<file path="config.mk">
export PLATFORM = sky130hd
export DESIGN_NAME = cs_tfir
export DESIGN_NICKNAME = d
export VERILOG_FILES = /design/src/rtl/cs_tfir_pkg.sv /design/src/rtl/cs_csa3.sv /design/src/rtl/cs_const_mult.sv /design/src/rtl/cs_tap.sv /design/src/rtl/cs_merge.sv /design/src/rtl/cs_tfir.sv
export SDC_FILE = /design/constraint.sdc
export NUM_CORES = 1
export LEC_CHECK = 0
export ABC_AREA = 1
export ABC_CLOCK_PERIOD_IN_PS = 5650
export BUFFER_PORTS_ARGS = -buffer_cell sky130_fd_sc_hd__buf_4
export CAP_MARGIN = 20
export CORE_ASPECT_RATIO = 0.6
export CORE_UTILIZATION = 50
export CTS_BUF_LIST = sky130_fd_sc_hd__clkbuf_8
export DETAILED_ROUTE_END_ITERATION = 12
export PLACE_DENSITY = 0.67
export SYNTH_ARGS = -nofsm -noshare
export SYNTH_HDL_FRONTEND = slang
export SYNTH_SLANG_ARGS = --single-unit
</file>
<file path="constraint.sdc">
create_clock -name clk -period 5.65 [get_ports clk]
set_clock_uncertainty 0.05 [all_clocks]
set_input_delay 0.565 -clock clk [delete_from_list [all_inputs] [get_ports clk]]
set_output_delay 0.565 -clock clk [all_outputs]
set_load 0.005 [all_outputs]
</file>
<file path="src/rtl/cs_tfir_pkg.sv">
package cs_tfir_pkg;

   // Digit recoding used to build each constant multiplier
   typedef enum logic {
      RECODE_BINARY = 1'b0,   // one term per set bit of the coefficient
      RECODE_CSD    = 1'b1    // canonic signed digits, fewer terms
   } recode_e;

   // Canonic signed-digit masks of a non-negative constant below 2^31.
   // Result is {negative digit mask, positive digit mask}.
   function automatic logic [63:0] csd_masks(input logic [31:0] value);
      logic [32:0] rem;
      logic [31:0] pos;
      logic [31:0] neg;
      rem = {1'b0, value};
      pos = '0;
      neg = '0;
      for (int i = 0; i < 32; i++) begin
         if (rem[0]) begin
            if (rem[1]) begin
               neg[i] = 1'b1;
               rem    = rem + 33'd1;
            end else begin
               pos[i] = 1'b1;
               rem    = rem - 33'd1;
            end
         end
         rem = rem >> 1;
      end
      return {neg, pos};
   endfunction

endpackage

</file>
<file path="src/rtl/cs_csa3.sv">
module cs_csa3 #(
   parameter int W = 16
) (
   input  logic [W-1:0] a,
   input  logic [W-1:0] b,
   input  logic [W-1:0] d,
   output logic [W-1:0] s,
   output logic [W-1:0] c
);

   if (W < 2) begin : g_bad_w
      $error("cs_csa3: W must be at least 2");
   end

   // Full-adder row; the carry leaving the top bit is dropped (modulo 2^W)
   assign s = a ^ b ^ d;
   assign c = {(a[W-2:0] & b[W-2:0]) | (a[W-2:0] & d[W-2:0]) | (b[W-2:0] & d[W-2:0]), 1'b0};

endmodule

</file>
<file path="src/rtl/cs_const_mult.sv">
module cs_const_mult
   import cs_tfir_pkg::*;
#(
   parameter int            IW        = 8,
   parameter int            OW        = 16,
   parameter int            CW        = 8,
   parameter logic [CW-1:0] COEF_VAL  = '0,
   parameter recode_e       RECODE    = RECODE_CSD
) (
   input  logic signed [IW-1:0] x,
   output logic        [OW-1:0] p_s,
   output logic        [OW-1:0] p_c
);

   localparam logic [63:0] MASKS = (RECODE == RECODE_CSD) ? csd_masks(32'(COEF_VAL))
                                                          : {32'd0, 32'(COEF_VAL)};
   localparam logic [31:0] POS   = MASKS[31:0];
   localparam logic [31:0] NEG   = MASKS[63:32];
   localparam int          NNEG  = $countones(NEG);
   localparam int          STAGES = CW + 1;

   if (CW < 1 || CW > 31) begin : g_bad_cw
      $error("cs_const_mult: CW must be in 1..31");
   end

   logic signed [OW-1:0] xw;
   assign xw = x;   // sign extension of the binary input, done once

   logic [STAGES:0][OW-1:0] s_chain;
   logic [STAGES:0][OW-1:0] c_chain;

   assign s_chain[0] = '0;
   assign c_chain[0] = '0;

   // One carry-save stage per nonzero digit; zero digits pass straight through
   for (genvar j = 0; j < STAGES; j++) begin : g_digit
      if (POS[j] || NEG[j]) begin : g_term
         logic [OW-1:0] term;
         if (NEG[j]) begin : g_sub
            assign term = ~OW'(xw << j);   // the +1 is added once, below
         end else begin : g_add
            assign term = OW'(xw << j);
         end
         cs_csa3 #(.W(OW)) u_csa (
            .a (s_chain[j]),
            .b (c_chain[j]),
            .d (term),
            .s (s_chain[j+1]),
            .c (c_chain[j+1])
         );
      end else begin : g_skip
         assign s_chain[j+1] = s_chain[j];
         assign c_chain[j+1] = c_chain[j];
      end
   end

   // Collected two's complement corrections of all negative digits
   if (NNEG > 0) begin : g_corr
      cs_csa3 #(.W(OW)) u_corr (
         .a (s_chain[STAGES]),
         .b (c_chain[STAGES]),
         .d (OW'(NNEG)),
         .s (p_s),
         .c (p_c)
      );
   end else begin : g_nocorr
      assign p_s = s_chain[STAGES];
      assign p_c = c_chain[STAGES];
   end

endmodule

</file>
<file path="src/rtl/cs_tap.sv">
module cs_tap #(
   parameter int OW = 16
) (
   input  logic          clk,
   input  logic          rst_n,
   input  logic          en,
   input  logic [OW-1:0] p_s,
   input  logic [OW-1:0] p_c,
   input  logic [OW-1:0] z_s,
   input  logic [OW-1:0] z_c,
   output logic [OW-1:0] q_s,
   output logic [OW-1:0] q_c
);

   logic [OW-1:0] t_s, t_c;
   logic [OW-1:0] n_s, n_c;

   // 4:2 reduction: two cascaded 3:2 rows
   cs_csa3 #(.W(OW)) u_row0 (
      .a (p_s), .b (p_c), .d (z_s),
      .s (t_s), .c (t_c)
   );

   cs_csa3 #(.W(OW)) u_row1 (
      .a (t_s), .b (t_c), .d (z_c),
      .s (n_s), .c (n_c)
   );

   always_ff @(posedge clk or negedge rst_n) begin
      if (!rst_n) begin
         q_s <= '0;
         q_c <= '0;
      end else if (en) begin
         q_s <= n_s;
         q_c <= n_c;
      end
   end

endmodule

</file>
<file path="src/rtl/cs_merge.sv">
module cs_merge #(
   parameter int OW = 16
) (
   input  logic          clk,
   input  logic          rst_n,
   input  logic          en,
   input  logic [OW-1:0] s,
   input  logic [OW-1:0] c,
   output logic [OW-1:0] y,
   output logic          y_valid
);

   // The only carry-propagating adder of the filter
   always_ff @(posedge clk or negedge rst_n) begin
      if (!rst_n) begin
         y       <= '0;
         y_valid <= 1'b0;
      end else begin
         y_valid <= en;
         if (en) begin
            y <= s + c;
         end
      end
   end

endmodule

</file>
<file path="src/rtl/cs_tfir.sv">
module cs_tfir
   import cs_tfir_pkg::*;
#(
   parameter int                  IW     = 8,
   parameter int                  CW     = 8,
   parameter int                  NTAPS  = 4,
   parameter logic [NTAPS*CW-1:0] COEF   = {8'd1, 8'd79, 8'd55, 8'd41},
   parameter int                  OW     = 16,
   parameter recode_e             RECODE = RECODE_CSD
) (
   input  logic                 clk,
   input  logic                 rst_n,
   input  logic                 in_valid,
   input  logic signed [IW-1:0] in_sample,
   output logic                 out_valid,
   output logic signed [OW-1:0] out_sample
);

   function automatic int coef_total();
      int t;
      t = 0;
      for (int k = 0; k < NTAPS; k++) begin
         t = t + int'(COEF[k*CW +: CW]);
      end
      return t;
   endfunction

   localparam int COEF_SUM = coef_total();
   localparam int OW_MIN   = IW + $clog2((COEF_SUM > 0) ? COEF_SUM : 1);

   if (IW < 2) begin : g_bad_iw
      $error("cs_tfir: IW must be at least 2");
   end
   if (NTAPS < 2) begin : g_bad_taps
      $error("cs_tfir: NTAPS must be at least 2");
   end
   if (CW < 1 || CW > 31) begin : g_bad_cw
      $error("cs_tfir: CW must be in 1..31");
   end
   if (OW < OW_MIN) begin : g_bad_ow
      $error("cs_tfir: OW too narrow for full-precision output");
   end

   logic [NTAPS-1:0][OW-1:0] prod_s, prod_c;
   logic [NTAPS-1:0][OW-1:0] reg_s,  reg_c;
   logic                     stage_v;
   logic [OW-1:0]            merged;

   for (genvar k = 0; k < NTAPS; k++) begin : g_tap
      cs_const_mult #(
         .IW       (IW),
         .OW       (OW),
         .CW       (CW),
         .COEF_VAL (COEF[k*CW +: CW]),
         .RECODE   (RECODE)
      ) u_mult (
         .x   (in_sample),
         .p_s (prod_s[k]),
         .p_c (prod_c[k])
      );

      if (k == NTAPS - 1) begin : g_end
         cs_tap #(.OW(OW)) u_tap (
            .clk   (clk),
            .rst_n (rst_n),
            .en    (in_valid),
            .p_s   (prod_s[k]),
            .p_c   (prod_c[k]),
            .z_s   ('0),
            .z_c   ('0),
            .q_s   (reg_s[k]),
            .q_c   (reg_c[k])
         );
      end else begin : g_mid
         cs_tap #(.OW(OW)) u_tap (
            .clk   (clk),
            .rst_n (rst_n),
            .en    (in_valid),
            .p_s   (prod_s[k]),
            .p_c   (prod_c[k]),
            .z_s   (reg_s[k+1]),
            .z_c   (reg_c[k+1]),
            .q_s   (reg_s[k]),
            .q_c   (reg_c[k])
         );
      end
   end

   always_ff @(posedge clk or negedge rst_n) begin
      if (!rst_n) begin
         stage_v <= 1'b0;
      end else begin
         stage_v <= in_valid;
      end
   end

   cs_merge #(.OW(OW)) u_merge (
      .clk     (clk),
      .rst_n   (rst_n),
      .en      (stage_v),
      .s       (reg_s[0]),
      .c       (reg_c[0]),
      .y       (merged),
      .y_valid (out_valid)
   );

   assign out_sample = merged;

endmodule

</file>
==> impl_metrics.yaml, run 1 <==
run_status:
  status: "completed"
setup_path:
  cp_num_cells: 11
  startpoint_type: "input port"
  reg2reg_from: "g_tap[3].g_end.u_tap.q_s[7]$_DFFE_PN0P_"
  critPathMaxStageDelay_ps: 490
  worst-path-buf-inv: 4
  critPathKind: "input port to flop"
  worstPathArrival_ps: 3270
  cpMaxStageDelayCell: "fa_1"
  cp_cell_sequence: "buf_4, inv_1, ha_1, inv_1, fa_1, inv_1, ha_1, fa_1, fa_1, nand2_1, nand2_1"
  required_ps: 5980
  setup.worst_path.start: "in_sample[7]"
  cp-end-kind: "flop"
  cp_max_fo: 9
  cpLargestDelayFamily: "adder cells"
  rr_worst_depth: 6
timing:
  finalHoldViolCount: 0
  min_period_ps: 2940
  rsz0062_at_grt: "false"
  fin_crit_sh: 0.520
  final_max_slew_viol_count: 0
  setup_tns_ps: 0
  worst_pin_slew_ps: 936
  relSlewSlack: 0.376
  fmax_mhz: 340
  setup_viol: 0
floorplanning:
  die_h_um: 98.5
  die_area_um2: 16000
  floorplan.initialDensity: 0.524
  coreArea_um2: 14800
  die_w_um: 163
  io_pins: 28
  num_rows: 34
placed_design:
  post-dp-hpwl_mm: 10.9
  portBuffers: 27
  gp_routability_congestion: 0.842
global_route:
  grt_max_degree: 95
  grt_pass1_vias: 5091
  antenna_found_initial: 0
  grt_pass1_wl_mm: 25.7
  track_usage: 0.207
  grt_overflow: 0
layout:
  drive_above_1_share: 0.0808
  nNetsFinal: 1030
  final_cell_mix: "nand2_1 (318), dfrtp_1 (116), inv_1 (99), ha_1 (99), fa_1 (67)"
  seqCellArea_um2: 2900
  nFillCells: 1356
  synthToLayoutAreaGrowth_pct: 10.1
  antenna_cells: 0
  mostFrequentLayoutCell: "nand2_1"
  multi_input_area_um2: 4370
logic_synthesis:
  synth_area_leader_cell: "dfrtp_1"
  synth_fp_nets: 1006
  yosys-top-cells-area: "dfrtp_1 (37%), fa_1 (17%), ha_1 (16%), nand2_1 (15%), inv_1 (4.8%)"
  syn_avg_cell_area_um2: 9.35
  synth.top_cell.area_share: 0.374
  yosysSeqAreaShare: 0.374
  ys_types: 25
  syn_area_um2: 7750
  synth-seq-cells: 116
  ys_warn_count: 0
  synthCells: 829
power:
  power_density_nw_per_um2: 436
  ir_drop_mv: 0.204
  finalPower_w: 0.00372
  p_leak_nw: 4.67
clock_network:
  postCtsSetupBuffers: 0
  ctsResizeCount: 0
  clockRootBuffer: "clkbuf_8"
  holdBufCountCts: 0
  cts-buffers-inserted: 17
  cts_num_sinks: 116
  cts_buffer_depth: 2
  path_clk_slew_ps: 80
  cts_tree: "built"
  htree_levels: 4
  clock_latency_ps: 450
detailed_routing:
  ant_nets: 0
  wl_per_cell_um: 13.9
  totalWireLength_mm: 14.8
  first_pass_iters: 5
  drt-initial-drc-count: 311
  vias: 5176
  vias_per_cell: 4.86
  drc_errors: 0
job:
  maxCapViolations: 0
min_path:
  hold_path_class: "input port to async pin"
[power by group]
| part | leakage, nW | internal, W | switching [W] |
|---|---|---|---|
| logic | 3.00 | 0.000688 | 0.000866 |
| clock network | 0.209 | 0.000448 | 0.000393 |
| registers | 1.46 | 0.00112 | 0.000201 |
[cell families after synthesis]
logic type / count (synthesis) / share of synthesized area
AOI/OAI and AO/OA: 50 / 0.0324
xor gates and xnor gates: 13 / 0.0147
adders and majority gates: 166 / 0.333
buffers and inverters: 124 / 0.0625
DFF: 116 / 0.374
and+or+nand+nor: 360 / 0.183
[layer usage]
layer / share of wire / track usage / vias up
li1: - / - / 2611
met1: 0.55 / 0.326 / 2470
met2: 0.40 / 0.284 / 79
met3: 0.039 / 0.0492 / 16
met4: 0.0095 / 0.0518 / 0
met5: 0 / 0 / -
[worst reg2reg max path, stage by stage (launching register included)]
cell     delay (ps)
dfrtp_1         630
inv_1           230
fa_1            570
inv_1            40
ha_1            260
nand2_1          70
nand2_1          60
[state kept, by name (all words and copies together), names as in the netlist]
register	count
g_tap.g_mid.u_tap.q_s	48
g_tap.g_mid.u_tap.q_c	42
u_merge.y	16
g_tap.g_end.u_tap.q_s	8
stage_v	1
u_merge.y_valid	1
[per-stage QoR]
stage                     utilization  hold slack [ps]  cells  setup WS [ps]  cell area [um2]
after global routing            0.577              188   1064           2610             8540
final                           0.577              142   1064           2710             8540
after detailed placement        0.548              413   1032           2250             8110
after floorplan                     -              219    829           2620             7750
after CTS                       0.577              153   1064           2750             8540
after global placement          0.548              410   1032           2310             8110
[cell type report]
cell class,count,area share
repair buffers,29,0.0255
clock buffers,17,0.0274
flip-flops and latches,116,0.340
well taps,198,0.0290
inverters,100,0.0440
multi-input cells,589,0.512
clock inverters,15,0.0226
[cell usage after synthesis]
cell	n
buf_2	12
ha_1	99
dfrtp_1	116
clkbuf_1	11
o21ai_0	38
nor2_1	12
nand2_4	1
nand4_1	3
or2_2	1
nand3_2	2
nand2_2	2
or2_1	1
nand2_1	318
nor2_2	2
nand3b_1	2
xnor2_1	9
xor2_1	4
buf_4	1
nor3_1	1
o21ai_1	3
a21oi_1	8
fa_1	67
inv_1	100
nand3_1	15
a31oi_1	1
[worst paths after layout]
kind,end,slack (ps)
worst min register to register,g_tap[2].g_mid.u_tap.q_s[0]$_DFFE_PN0P_,430
worst max register to register,g_tap[2].g_mid.u_tap.q_s[7]$_DFFE_PN0P_,3620
worst min-delay path,u_merge.y[11]$_DFFE_PN0P_,140
max in group asynchronous,g_tap[2].g_mid.u_tap.q_c[8]$_DFFE_PN0P_,4160
worst max-delay path,g_tap[1].g_mid.u_tap.q_s[7]$_DFFE_PN0P_,2710
min in group clk,g_tap[3].g_end.u_tap.q_s[7]$_DFFE_PN0P_,410
(Power assumes the default switching activity.)
==> run 2, diff against run 1 <==
- ABC_CLOCK_PERIOD_IN_PS: 5650 -> 3000
- clock period: 5.65 -> 3 ns (I/O delays scaled with it)
==> run 2 against run 1 <==
  * Critical path depth is the same
  * Routed wire length grew 1.8%
  * Design area grew 1.7%
  * Sequential share of layout area shrank 0.55 points
  * Critical path type unchanged
  * Register-to-register slack lost 2700 ps
  * First-iteration DRC count shrank 3.2%
  * Global-route usage grew 0.095 points
  * Flip-flop and latch count is the same
  * Final cell count grew 1.4%
  * Utilization grew 0.96 points
==> impl_metrics.yaml, run 2 (synthesis gave the netlist of run 1 again) <==
run_status:
  status: "completed"
placed_design:
  portBuffers: 27
  place_ws_ps: 26.6
  post-dp-hpwl_mm: 11.2
  placed_area_um2: 8240
  gp_routability_congestion: 0.844
floorplanning:
  coreArea_um2: 14800
  die_w_um: 163
  floorplan.initialDensity: 0.524
  num_rows: 34
  die_h_um: 98.5
  die_area_um2: 16000
  io_pins: 28
power:
  power_density_nw_per_um2: 812
  p_leak_nw: 4.77
  ir_drop_mv: 0.351
  finalPower_w: 0.00704
layout:
  nNetsFinal: 1045
  largest_reg_flops: 48
  final_cell_mix: "nand2_1 (318), dfrtp_1 (116), inv_1 (103)"
  regMostFlops: "g_tap.g_mid.u_tap.q_s"
  drive_above_1_share: 0.0908
  synthToLayoutAreaGrowth_pct: 11.9
  nFillCells: 1324
  largest_registers: "g_tap.g_mid.u_tap.q_s: 48 flops, g_tap.g_mid.u_tap.q_c: 42 flops, u_merge.y: 16 flops"
  mostFrequentLayoutCell: "nand2_1"
  postLayoutCellArea_um2: 8680
  antenna_cells: 0
timing:
  worst_pin_slew_ps: 651
  relSlewSlack: 0.566
  fin_ws_ps: 465
  rsz0062_at_grt: "false"
  setup_viol: 0
  finalHoldViolCount: 0
  setup_tns_ps: 0
  fin_crit_sh: 0.845
  min_period_ps: 2530
  fmax_mhz: 395
  final_max_slew_viol_count: 0
detailed_routing:
  drt-initial-drc-count: 301
  vias: 5196
  wl_per_cell_um: 13.9
  ant_nets: 0
  first_pass_iters: 5
  vias_per_cell: 4.82
  totalWireLength_mm: 15.0
  drc_errors: 0
clock_network:
  path_clk_slew_ps: 80
  clock_latency_ps: 440
  htree_levels: 4
  cts_tree: "built"
  clockRootBuffer: "clkbuf_8"
  ctsResizeCount: 0
  cts_num_sinks: 116
  holdBufCountCts: 1
  cts_buffer_depth: 2
  postCtsSetupBuffers: 0
  cts-buffers-inserted: 17
setup_path:
  cp-end-kind: "flop"
  cp_max_fo: 6
  startpoint_type: "input port"
  required_ps: 3280
  critPathKind: "input port to flop"
  worstPathArrival_ps: 2810
global_route:
  track_usage: 0.208
  grt_pass1_vias: 5185
  antenna_found_initial: 0
  grt_overflow: 0
  grt_pass1_wl_mm: 25.9
  grt_max_degree: 117
min_path:
  hold_path_class: "input port to flop"
job:
  maxCapViolations: 0
-- run 2: cell types whose count changed in the layout (fill, tap and decap cells not counted) --
cell,change
bufinv_16,+1
inv_1,+4
clkinvlp_4,-1
buf_12,+2
buf_4,+12
clkinv_4,-2
inv_6,-7
dlygate4sd3_1,+1
clkinv_2,+3
clkbuf_8,+2
-- run 2: power by group --
part           leakage [nW]  internal (W)  switching, W  total, W
clock network         0.230      0.000934      0.000648   0.00158
registers              1.46       0.00212      0.000383   0.00250
logic                  3.08       0.00132       0.00164   0.00296
-- run 2: final cells by class --
class	count	area, um2	share of cell area
clock buffers	19	262	0.0301
well taps	198	248	0.0285
multi-input cells	589	4370	0.503
flip-flops and latches	116	2900	0.334
inverters	100	375	0.0433
clock inverters	13	166	0.0192
repair buffers	44	358	0.0412
-- run 2: critical path, cell delays in order --
cell	delay (ps)
buf_4	120
inv_1	220
buf_4	190
ha_1	310
xnor2_1	210
xor2_1	170
ha_1	250
fa_1	500
fa_1	400
nand2_1	70
nand2_1	60
-- run 2: worst paths after layout --
check | startpoint | to | slack [ps] | cells after the start
hold / removal | in_valid | g_tap[1].g_mid.u_tap.q_s[14]$_DFFE_PN0P_ | 240 | 3
max in group asynchronous | rst_n | g_tap[3].g_end.u_tap.q_s[6]$_DFFE_PN0P_ | 1960 | 3
hold reg to reg | g_tap[1].g_mid.u_tap.q_s[2]$_DFFE_PN0P_ | g_tap[1].g_mid.u_tap.q_s[2]$_DFFE_PN0P_ | 430 | 2
setup / recovery | in_sample[7] | g_tap[1].g_mid.u_tap.q_s[8]$_DFFE_PN0P_ | 470 | 11
min in group asynchronous | rst_n | u_merge.y[11]$_DFFE_PN0P_ | 420 | 3
setup reg to reg | g_tap[3].g_end.u_tap.q_s[7]$_DFFE_PN0P_ | g_tap[2].g_mid.u_tap.q_s[7]$_DFFE_PN0P_ | 970 | 6
-- run 2: per-stage QoR --
stage                     std cells  hold WS (ps)   util
after floorplan                 829         -45.6      -
after global placement         1046           398  0.557
after detailed placement       1046           393  0.557
after CTS                      1079           213  0.586
after global routing           1079           236  0.586
final                          1079           237  0.586
-- run 2: metal layers --
layer,up-vias,wire length (um),global-route usage
li1,2632,-,-
met1,2505,8290,0.340
met2,54,6180,0.281
met3,5,531,0.0400
met4,0,38,0.0496
met5,-,0,0
==> run 3, diff against run 2 <==
- ABC_CLOCK_PERIOD_IN_PS: 3000 -> 2570
- clock period: 3 -> 2.57 ns (I/O delays scaled with it)
==> run 3 against run 2 <==
  * Design area rose by 2.7%
  * Combinational power rose by 20%
  * Worst setup slack got worse by 370 ps
  * Non-clock buffer count rose by 25
  * Via count rose by 3.4%
  * Register-to-register slack got worse by 330 ps
  * Routed wire length rose by 3.2%
  * Utilization rose by 1.6 points
  * Largest cell class unchanged
==> impl_metrics.yaml, run 3 (synthesis gave the netlist of run 1 again) <==
power:
  ir_drop_mv: 0.487
  share_comb_of_total_power: 0.427
  p_leak_nw: 4.86
  power_density_nw_per_um2: 930
  switching_power_w: 0.00325
  switching_share: 0.392
  pwr-share-clk: 0.223
  p_int_w: 0.00504
  seq_power_share: 0.350
  finalPower_w: 0.00829
setup_path:
  worstPathArrival_ps: 2740
  setup.worst_path.start: "in_sample[7]"
  required_ps: 2840
  reg2reg_from: "g_tap[0].g_mid.u_tap.q_c[2]$_DFFE_PN0P_"
  cp-end-kind: "flop"
  critPathKind: "input port to flop"
  startpoint_type: "input port"
  cp_max_fo: 6
global_route:
  grt_pass1_wl_mm: 26.6
  grt_overflow: 0
  track_usage: 0.215
  antenna_found_initial: 0
  grt_max_degree: 94
  grt_pass1_vias: 5346
placed_design:
  placed_area_um2: 8470
  portBuffers: 27
  gp_routability_congestion: 0.888
  post-dp-hpwl_mm: 11.6
clock_network:
  cts-buffers-inserted: 17
  cts_tree: "built"
  clockRootBuffer: "clkbuf_8"
  clock_latency_ps: 440
  cts_num_sinks: 116
  cts_buffer_depth: 2
  htree_levels: 4
  path_clk_slew_ps: 80
layout:
  largest_reg_flops: 48
  antenna_cells: 0
  finish.utilization: 0.602
  final_cell_mix: "nand2_1 (318), dfrtp_1 (116), inv_1 (97)"
  largest_registers: "g_tap.g_mid.u_tap.q_s: 48 flops, g_tap.g_mid.u_tap.q_c: 42 flops, u_merge.y: 16 flops"
  nFillCells: 1292
  nNetsFinal: 1070
  drive_above_1_share: 0.126
  synthToLayoutAreaGrowth_pct: 14.9
  mostFrequentLayoutCell: "nand2_1"
  postLayoutCellArea_um2: 8910
  regMostFlops: "g_tap.g_mid.u_tap.q_s"
floorplanning:
  coreArea_um2: 14800
  num_rows: 34
  die_w_um: 163
  floorplan.initialDensity: 0.524
  die_h_um: 98.5
  die_area_um2: 16000
  io_pins: 28
timing:
  setup_viol: 0
  hold_slack_ps: 232
  fmax_mhz: 405
  setup_tns_ps: 0
  worst_pin_slew_ps: 924
  final_max_slew_viol_count: 0
  relSlewSlack: 0.384
  min_period_ps: 2470
  fin_crit_sh: 0.961
  finalHoldViolCount: 0
detailed_routing:
  first_pass_iters: 5
  totalWireLength_mm: 15.5
  vias_per_cell: 4.87
  wl_per_cell_um: 14.1
  drc_errors: 0
  ant_nets: 0
  vias: 5375
  drt-initial-drc-count: 278
min_path:
  hold_start: "in_sample[1]"
  hold_path_class: "input port to flop"
job:
  maxCapViolations: 0
run_status:
  status: "completed"
==> run 3: changes by cell type in the layout (fill, tap and decap cells not counted), sizes merged <==
cell,previous run,this run
buf,43,68
bufinv,4,3
clkbuf,19,17
clkinvlp,1,4
==> run 3: cell type report <==
type | count | area, um2 | area share
clock buffers | 17 | 234 | 0.0263
clock inverters | 15 | 193 | 0.0216
inverters | 100 | 383 | 0.0430
multi-input cells | 589 | 4390 | 0.493
flip-flops and latches | 116 | 2900 | 0.326
well taps | 198 | 248 | 0.0278
repair buffers | 69 | 558 | 0.0626
==> run 3: metrics by stage <==
step	cells	setup slack [ps]
after floorplan	829	-108
after global placement	1071	-254
after detailed placement	1071	-289
after CTS	1104	146
after global routing	1104	-9.42
final	1104	99.0
==> run 3: critical path: stages <==
cell and delay (ps):
buf_4 110, clkinvlp_4 180, ha_4 320, inv_1 40
fa_1 470, inv_1 40, ha_1 280, fa_1 500
fa_1 400, nand2_1 70, nand2_1 70
==> run 3: what timing repair did <==
item	in CTS	in global routing
endpoints found under the setup margin	0	2
setup buffers	0	0
hold buffers	1	0
hold endpoints to repair	31	0
gates resized for setup	0	2
==> run 3: layer usage <==
metal	up-vias	GRT usage	share of wire
met3	17	0.0425	0.037
met5	-	0	0
met1	2585	0.330	0.53
met2	89	0.312	0.43
met4	0	0.0554	0.0097
li1	2684	-	-
==> run 3: final timing paths <==
kind	end	slack, ps	depth (start not counted)
max in group asynchronous	g_tap[1].g_mid.u_tap.q_c[6]$_DFFE_PN0P_	1460	3
min in group asynchronous	u_merge.y_valid$_DFF_PN0_	250	2
setup reg to reg	u_merge.y[14]$_DFFE_PN0P_	640	8
hold / removal	g_tap[3].g_end.u_tap.q_s[1]$_DFFE_PN0P_	230	4
setup / recovery	g_tap[1].g_mid.u_tap.q_s[7]$_DFFE_PN0P_	100	11
hold reg to reg	g_tap[0].g_mid.u_tap.q_s[8]$_DFFE_PN0P_	430	2
==> run 3: power by group through the flow <==
stage	combinational (W)	sequential [W]	clock [W]
after global placement	0.00346	0.00293	0
after global routing	0.00413	0.00300	0.00198
final	0.00354	0.00290	0.00185
after floorplan	0.00257	0.00285	0
after CTS	0.00361	0.00291	0.00189
after detailed placement	0.00356	0.00294	0
